$ cat src/rtl/conv_ready_pkg.sv
// Package: shared types for the conversion ready tracker.
// Assumes: nothing beyond IEEE 1800-2017 synthesizable subset.
package conv_ready_pkg;

    // Ready-flag state: empty, holding unread data, or forced low for one
    // clock before re-raising after a replaced or installed result.
    typedef enum logic [1:0] {
        RS_EMPTY = 2'd0,
        RS_FULL  = 2'd1,
        RS_REARM = 2'd2
    } ready_state_t;

endpackage

$ cat src/rtl/read_tracker.sv
// Module: read_tracker
// Tracks the read window opened by rd_start and closed by rd_done, flags
// results that land inside it as collisions, and keeps the sticky invalid
// flag. Assumes rd_start only while idle, rd_done only while busy.
module read_tracker (
    input  logic clk,
    input  logic rst_n,
    input  logic res_valid,
    input  logic rd_start,
    input  logic rd_done,
    output logic busy,
    output logic collide,
    output logic invalid
);

    logic busy_q;
    logic invalid_q;

    // A result strobe inside the read window is a collision.
    assign collide = res_valid && busy_q;
    assign busy    = busy_q;
    assign invalid = invalid_q;

    // Read window register: open on start, close on done.
    always_ff @(posedge clk) begin
        if (!rst_n)        busy_q <= 1'b0;
        else if (rd_start) busy_q <= 1'b1;
        else if (rd_done)  busy_q <= 1'b0;
    end

    // Sticky invalid flag: set by a collision, cleared when a read begins.
    always_ff @(posedge clk) begin
        if (!rst_n)        invalid_q <= 1'b0;
        else if (rd_start) invalid_q <= 1'b0;
        else if (collide)  invalid_q <= 1'b1;
    end

    // Input protocol assumptions.
    p_start_idle_r5: assert property (@(posedge clk) disable iff (!rst_n)
        rd_start |-> !busy_q)
        else $error("read start while a read is active");
    p_done_busy_r5: assert property (@(posedge clk) disable iff (!rst_n)
        rd_done |-> busy_q)
        else $error("read complete with no read active");
    p_invalid_set_r5: assert property (@(posedge clk) disable iff (!rst_n)
        collide |=> invalid_q)
        else $error("collision did not mark data invalid");
    p_invalid_clear_r7: assert property (@(posedge clk) disable iff (!rst_n)
        rd_start |=> !invalid_q)
        else $error("invalid flag survived a read start");
    p_invalid_sticky_r7: assert property (@(posedge clk) disable iff (!rst_n)
        invalid_q && !rd_start |=> invalid_q)
        else $error("invalid flag dropped without a read start");

endmodule

$ cat src/rtl/collision_buffer.sv
// Module: collision_buffer
// Shadow register for a result that collided with a read. The newest
// colliding result wins. On read completion it offers the waiting result,
// or one arriving on that same cycle, for installation.
// Assumes collide is only asserted while a read window is open.
module collision_buffer #(
    parameter int DATA_W = 24
) (
    input  logic              clk,
    input  logic              rst_n,
    input  logic              collide,
    input  logic [DATA_W-1:0] res_data,
    input  logic              rd_done,
    output logic              inst_valid,
    output logic [DATA_W-1:0] inst_data
);

    logic              pend_q;
    logic [DATA_W-1:0] pend_data_q;

    // Install at read end if anything collided, preferring a same-cycle result.
    assign inst_valid = rd_done && (collide || pend_q);
    assign inst_data  = collide ? res_data : pend_data_q;

    // Pending marker: set by a collision, cleared when the read ends.
    always_ff @(posedge clk) begin
        if (!rst_n)       pend_q <= 1'b0;
        else if (rd_done) pend_q <= 1'b0;
        else if (collide) pend_q <= 1'b1;
    end

    // Shadow data: capture every colliding result, newest overwrites.
    always_ff @(posedge clk) begin
        if (!rst_n)       pend_data_q <= '0;
        else if (collide) pend_data_q <= res_data;
    end

    p_pend_cleared_r6: assert property (@(posedge clk) disable iff (!rst_n)
        rd_done |=> !pend_q)
        else $error("pending result left after read end");

endmodule

$ cat src/rtl/ready_ctrl.sv
// Module: ready_ctrl
// Owns the holding register and the ready flag. Loads direct results, installs
// deferred ones, clears on read completion, and forces a one-clock low before
// re-raising when a result replaces unread data. Drives the interrupt pin from
// its own register. Assumes direct_valid and rd_done never coincide.
module ready_ctrl
    import conv_ready_pkg::*;
#(
    parameter int DATA_W = 24
) (
    input  logic              clk,
    input  logic              rst_n,
    input  logic              direct_valid,
    input  logic [DATA_W-1:0] res_data,
    input  logic              inst_valid,
    input  logic [DATA_W-1:0] inst_data,
    input  logic              rd_done,
    output logic [DATA_W-1:0] data_reg,
    output logic              drdy,
    output logic              int_n
);

    ready_state_t      state_q, state_d;
    logic [DATA_W-1:0] data_q, data_d;
    logic              int_n_q;

    // Next-state and next-data selection by event priority.
    always_comb begin
        state_d = state_q;
        data_d  = data_q;
        if (inst_valid) begin
            data_d  = inst_data;
            state_d = RS_REARM;
        end else if (rd_done) begin
            state_d = RS_EMPTY;
        end else if (direct_valid) begin
            data_d  = res_data;
            state_d = (state_q == RS_FULL) ? RS_REARM : RS_FULL;
        end else if (state_q == RS_REARM) begin
            state_d = RS_FULL;
        end
    end

    // State, data and pin registers.
    always_ff @(posedge clk) begin
        if (!rst_n) begin
            state_q <= RS_EMPTY;
            data_q  <= '0;
            int_n_q <= 1'b1;
        end else begin
            state_q <= state_d;
            data_q  <= data_d;
            int_n_q <= (state_d != RS_FULL);
        end
    end

    assign data_reg = data_q;
    assign drdy     = (state_q == RS_FULL);
    assign int_n    = int_n_q;

    p_pin_matches_r4: assert property (@(posedge clk) disable iff (!rst_n)
        int_n == !drdy)
        else $error("interrupt pin disagrees with status bit");
    p_fresh_sets_r1: assert property (@(posedge clk) disable iff (!rst_n)
        direct_valid && !drdy && !rd_done |=> drdy)
        else $error("fresh result did not raise ready");
    p_done_clears_r2: assert property (@(posedge clk) disable iff (!rst_n)
        rd_done && !inst_valid |=> !drdy)
        else $error("completed read left ready set");
    p_missed_low_r3: assert property (@(posedge clk) disable iff (!rst_n)
        direct_valid && drdy |=> !drdy)
        else $error("replaced result did not drop ready");
    p_install_low_r6: assert property (@(posedge clk) disable iff (!rst_n)
        inst_valid |=> !drdy)
        else $error("installed result did not drop ready first");
    p_rearm_rises_r3: assert property (@(posedge clk) disable iff (!rst_n)
        state_q == RS_REARM && !rd_done |=> drdy)
        else $error("ready not re-raised after forced low");

endmodule

$ cat src/rtl/conv_ready_tracker.sv
// Module: conv_ready_tracker (top)
// Latches conversion results into a holding register and reports readiness on
// an active-low pin and an active-high bit. Results colliding with a read are
// deferred to the read's end and mark that read invalid.
// Assumes well-ordered read strobes from the serial side.
module conv_ready_tracker #(
    parameter int DATA_W = 24
) (
    input  logic              clk,
    input  logic              rst_n,
    input  logic              res_valid,
    input  logic [DATA_W-1:0] res_data,
    input  logic              rd_start,
    input  logic              rd_done,
    output logic [DATA_W-1:0] data_reg,
    output logic              int_n,
    output logic              drdy,
    output logic              data_invalid
);

    logic              busy;
    logic              collide;
    logic              inst_valid;
    logic [DATA_W-1:0] inst_data;
    logic              direct_valid;

    // Results outside the read window go straight to the holding register.
    assign direct_valid = res_valid && !busy;

    read_tracker u_track (
        .clk       (clk),
        .rst_n     (rst_n),
        .res_valid (res_valid),
        .rd_start  (rd_start),
        .rd_done   (rd_done),
        .busy      (busy),
        .collide   (collide),
        .invalid   (data_invalid)
    );

    collision_buffer #(.DATA_W(DATA_W)) u_shadow (
        .clk        (clk),
        .rst_n      (rst_n),
        .collide    (collide),
        .res_data   (res_data),
        .rd_done    (rd_done),
        .inst_valid (inst_valid),
        .inst_data  (inst_data)
    );

    ready_ctrl #(.DATA_W(DATA_W)) u_ready (
        .clk          (clk),
        .rst_n        (rst_n),
        .direct_valid (direct_valid),
        .res_data     (res_data),
        .inst_valid   (inst_valid),
        .inst_data    (inst_data),
        .rd_done      (rd_done),
        .data_reg     (data_reg),
        .drdy         (drdy),
        .int_n        (int_n)
    );

    p_collision_holds_r5: assert property (@(posedge clk) disable iff (!rst_n)
        collide && !rd_done |=> $stable(data_reg))
        else $error("holding register changed during a read");

endmodule

$ cat config.mk
export PLATFORM = sky130hd
export DESIGN_NAME = conv_ready_tracker
export DESIGN_NICKNAME = d
export VERILOG_FILES = /design/src/rtl/conv_ready_pkg.sv /design/src/rtl/read_tracker.sv /design/src/rtl/collision_buffer.sv /design/src/rtl/ready_ctrl.sv /design/src/rtl/conv_ready_tracker.sv
export SDC_FILE = /design/constraint.sdc
export NUM_CORES = 1
export LEC_CHECK = 0
export ABC_AREA = 1
export BUFFER_PORTS_ARGS = -buffer_cell sky130_fd_sc_hd__buf_2
export CELL_PAD_IN_SITES_DETAIL_PLACEMENT = 1
export CELL_PAD_IN_SITES_GLOBAL_PLACEMENT = 2
export CORE_AREA = 2 2 105 82
export DETAILED_ROUTE_END_ITERATION = 8
export DIE_AREA = 0 0 107 84
export PLACE_DENSITY = 0.79
export SLEW_MARGIN = 20
export SYNTH_ARGS = -nofsm -noshare
export SYNTH_HDL_FRONTEND = slang
export SYNTH_SLANG_ARGS = --single-unit
$ cat constraint.sdc
create_clock -name clk -period 1.95 [get_ports clk]
set_input_delay 0.195 -clock clk [delete_from_list [all_inputs] [get_ports clk]]
set_output_delay 0.195 -clock clk [all_outputs]
set_load 0.02 [all_outputs]
---- Word-level counts from Yosys, hierarchy flattened ----
Index checks and enable logic that the tools add are counted.
operators by class
  eq/ne operators ......................... 4
  multiplexer cells ....................... 11
  bitwise operators ....................... 1
  reduce and logical (&&, ||, !) cells .... 10
operators by type and width
  kind                                                   number
  two-way mux 24 bit                                     4
  two-way mux 2 bit                                      5
  inequality test 2 x 1 -> 1 bit, second input constant  2
  nonzero test 2 bit                                     2
  OR reduction 2 bit                                     2
  logical AND 1 bit                                      3
  == test 2 x 1 -> 1 bit, second input constant          1
  == test 2 bit, second input constant                   1
  two-way mux 1 bit                                      2
  AND reduction 2 bit                                    1
  zero test 1 bit                                        1
  logical OR 1 bit                                       1
  NOT 1 bit                                              1
word-level totals
  register bits after elaboration ......... 54
  input port bits ......................... 29

---- Depth between registers and ports, before layout ----
  word-level depth ........................ 6
  depth in mapped cells ................... 9
  mapped depth without buffers ............ 7

---- Cells and area by module ----
Synthesis repeated with hierarchy kept, for this count alone.
unflattened totals
  cell total of the unflattened synthesis .. 451
  area total of the unflattened synthesis .. 3116.7 µm²
modules (own cells, without submodules)
  module              instances  cells each  area an instance (µm²)
  ready_ctrl          1          231         1519.0
  collision_buffer    1          206         1503.9
  read_tracker        1          12          83.8
  conv_ready_tracker  1          2           10.0

---- Least setup slack after synthesis ----
OpenSTA, ideal clock, no wires.
  path type ............................... register to register
  start ................................... register u_track.busy_q, in the netlist u_track.busy
  end ..................................... register u_ready.data_q[10], in the netlist u_ready.data_reg[10]
  data arrival time ....................... 1035 ps
  path slack .............................. 805 ps
  stages on the path, launching flop included .. 9
  path buffers ............................ 2
  period minus slack after synthesis ...... 1145 ps
  cells stage by stage .................... dfxtp_1 buf_6 inv_1 nand3_4 buf_2 nand3_1 nand3_1 nand2_1 inv_1
on the way
  longest elaborated chain between the ends .. 5
RTL lines
  what                                                                            line                    RTL
  start: declaration                                                              read_tracker.sv:16      logic busy_q;
  start signal: assignment                                                        read_tracker.sv:26      if (!rst_n) busy_q <= 1'b0;
  start signal: assignment                                                        read_tracker.sv:27      else if (rd_start) busy_q <= 1'b1;
  start signal: assignment                                                        read_tracker.sv:28      else if (rd_done) busy_q <= 1'b0;
  logical AND 1 bit                                                               read_tracker.sv:20      assign collide = res_valid && busy_q;
  logical OR 1 bit                                                                collision_buffer.sv:22  assign inst_valid = rd_done && (collide || pend_q);
  logical AND 1 bit                                                               collision_buffer.sv:22
  inequality test 2 x 1 -> 1 bit (no line) or nonzero test 2 bit (tied branches)  --
  AND reduction 2 bit (no line)                                                   --
  end signal: assignment                                                          ready_ctrl.sv:52        data_q <= data_d;
  end: declaration                                                                ready_ctrl.sv:24        logic [DATA_W-1:0] data_q, data_d;
Several ways; a longest one is shown, not always the timed one.
A chain may end at the register's enable or synchronous reset.

---- Worst setup path in the final report ----
  start ................................... register u_track.busy_q, in the netlist u_track.busy
  end ..................................... register u_ready.data_q[22], in the netlist u_ready.data_reg[22]
The elaborated chain is that of the path after synthesis.

==> impl_metrics.py <==
metrics = {
    "status": {
        "status": "completed",
    },
    "detailed_routing": {
        "vias_per_cell": 4.75,
        "dr_total_vias": 2369,
        "wl_per_cell_um": 13.2,
        "antenna_left": 0,
        "drt-initial-drc-count": 102,
        "drc_errors": 0,
        "dr.pass1.iters": 4,
        "routed_wl_um": 6570,
    },
    "critical_path": {
        "r2r_slack_ps": 340,
        "cp_max_fo": 26,
        "critPathRequiredTime_ps": 2210,
        "slowest_delay_ps": 440,
        "crit_buf_inv": 1,
        "crit_type": "flip-flop to flip-flop",
        "slowest_stage": "nand2_2",
        "worstPathCellList": "nand2_4 > nand2_1 > nand2_2 > nand3_1 > nand3_1 > nand2_1 > inv_1",
        "critical-path-top-delay-family": "simple AND/OR/NAND/NOR gates",
        "critical_path_arrival_ps": 1870,
        "endpoint_kind": "flip-flop",
        "cp-start-kind": "flip-flop",
    },
    "pwr": {
        "p_int_w": 0.00153,
        "p_comb_frac": 0.150,
        "p_sw_frac": 0.278,
        "p_per_area_nw_per_um2": 756,
        "p_seq_frac": 0.551,
        "p_leak_nw": 1.52,
        "clock_power_share": 0.298,
        "peakVddDrop_mv": 0.274,
        "netSwitchingPower_w": 0.000591,
    },
    "cts": {
        "clkSlewWorstSetupHoldPaths_ps": 90,
        "htreeDepth": 2,
        "cts.root.buffer_cell": "clkbuf_8",
        "ctsHoldBuffers": 0,
        "numCtsBuffers": 5,
        "cts.repair.resized": 0,
        "postCtsSetupBuffers": 0,
        "tritoncts": "yes",
        "cts_num_sinks": 54,
        "clk_latency_ps": 300,
        "clockBufferDepth": 2,
    },
    "logic_synthesis": {
        "yosysSeqAreaShare": 0.451,
        "synth_area_leader_cell": "dfxtp_1",
        "syn_avg_cell_area_um2": 6.97,
        "synthFlopType": "dfxtp_1",
        "syn-num-nets": 373,
        "synth_seq_cells": 54,
        "synth_cells": 344,
        "synth_edf_count": 0,
        "async_reset_ff_frac": 0,
        "netlist_top_cells_area": "dfxtp_1 (45%), nand2_1 (20%), nand3_1 (15%)",
        "synthDistinctLibCells": 20,
        "synth.cell_area_um2": 2400,
        "synth_common_cells": "nand2_1 (126), nand3_1 (74), dfxtp_1 (54)",
        "yosysMostFrequentCell": "nand2_1",
        "synth_top_area_frac": 0.451,
        "yosys_warnings": 0,
    },
    "die": {
        "rows": 29,
        "num_io_pins": 56,
        "die_width_um": 107,
        "start_util": 0.296,
        "die_h_um": 84,
        "placeableCoreArea_um2": 8090,
        "dieArea_um2": 8990,
    },
    "place": {
        "place_inst": 493,
        "gp_congestion": 0.703,
        "portBuffers": 55,
        "post_dp_cell_area_um2": 2730,
        "dp_hpwl_um": 4530,
    },
    "timing": {
        "rsz0062_at_grt": "false",
        "setup_viol": 0,
        "relSlewSlack": 0.636,
        "max_freq_ghz": 0.620,
        "drv_slew": 0,
        "fin_crit_sh": 0.827,
        "hold_viol": 0,
        "max_slew.worst_pin.slew_ps": 544,
        "fin_skew_ps": 2.24,
        "period_minus_slack_ps": 1610,
        "tns_ps": 0,
    },
    "global_routing": {
        "antenna_found_initial": 0,
        "grt_max_degree": 28,
        "grt_pass1_wl_um": 11400,
        "grt_pass1_vias": 2393,
        "track_usage": 0.157,
        "gr-total-overflow": 0,
    },
    "finish": {
        "areaGrowthSynthToFinish_pct": 17.1,
        "final_cell_area_um2": 2810,
        "fillers": 1041,
        "insertedDiodeCount": 0,
        "layout-drive-gt1-share": 0.192,
        "fin_cells": 499,
        "final_nets": 421,
    },
    "worst_hold_path": {
        "min_path_type": "input port to flip-flop",
    },
    "job": {
        "maxCapViolCount": 0,
    },
}
==> metal layers <==
metal	GRT usage	part of all wire	vias to the layer above
met4	0.0390	0.0091	0
li1	-	-	1184
met2	0.254	0.46	39
met3	0.0320	0.038	5
met1	0.215	0.50	1141
met5	0	0	-
==> path summary, 6_finish.rpt <==
kind / startpoint / endpoint / cells past startpoint
max: u_track.busy / u_ready.data_reg[22] / 7
min: rd_start / u_track.invalid / 2
max reg2reg: u_track.busy / u_ready.data_reg[22] / 7
min reg2reg: u_shadow.pend_data_q[2] / u_shadow.pend_data_q[2] / 2
==> cells in the final DEF, fill, tap and decap left out <==
master	n
nand2_1	126
nand3_1	74
buf_2	55
dfxtp_1	54
a21oi_1	28
inv_1	27
buf_4	7
clkbuf_8	6
nor2_1	4
inv_2	2
and3_1	1
nand2_4	1
nand2_2	1
nand3_4	1
a21oi_4	1
inv_4	1
and2_1	1
nor3_1	1
==> power by group through the flow <==
stage	combinational, W	sequential [W]	clock, W
after floorplan	0.000186	0.00123	0
after global placement	0.000319	0.00120	0
after detailed placement	0.000324	0.00120	0
after CTS	0.000326	0.00117	0.000668
after global routing	0.000366	0.00118	0.000702
final	0.000319	0.00117	0.000633
==> worst reg2reg max path: cells and delay by family, from the launching register on <==
family / cells / cell delay [ps]
buffers and inverters: 1 / 50
DFF: 1 / 360
and+or+nand+nor: 6 / 1170
==> layout make-up <==
cell class,count,area [um^2],share of cell area
Sequential cell,54,1080,0.385
Inverter,30,115,0.0410
Tap cell,108,135,0.0481
Clock buffer,6,82.6,0.0294
Timing Repair Buffer,62,328,0.117
Multi-Input combinational cell,239,1070,0.380
==> through the flow <==
stage               setup WS, ps   util  hold slack (ps)  total power (W)
CTS                          288  0.347             61.8          0.00217
detailed placement           309  0.337              396          0.00152
finish                       337  0.347             67.8          0.00212
floorplan                    805      -              274          0.00141
global route                 127  0.347             71.9          0.00224
global placement             347  0.337              400          0.00151
==> kinds of logic after synthesis <==
kind of cell | count (synthesis) | share of synthesized area
buffers and inverters | 51 | 0.104
AND/OR/NAND/NOR | 210 | 0.380
AO/OA/AOI/OAI | 29 | 0.0652
flip-flops | 54 | 0.451
No activity file was read; power rests on OpenSTA's default activity.
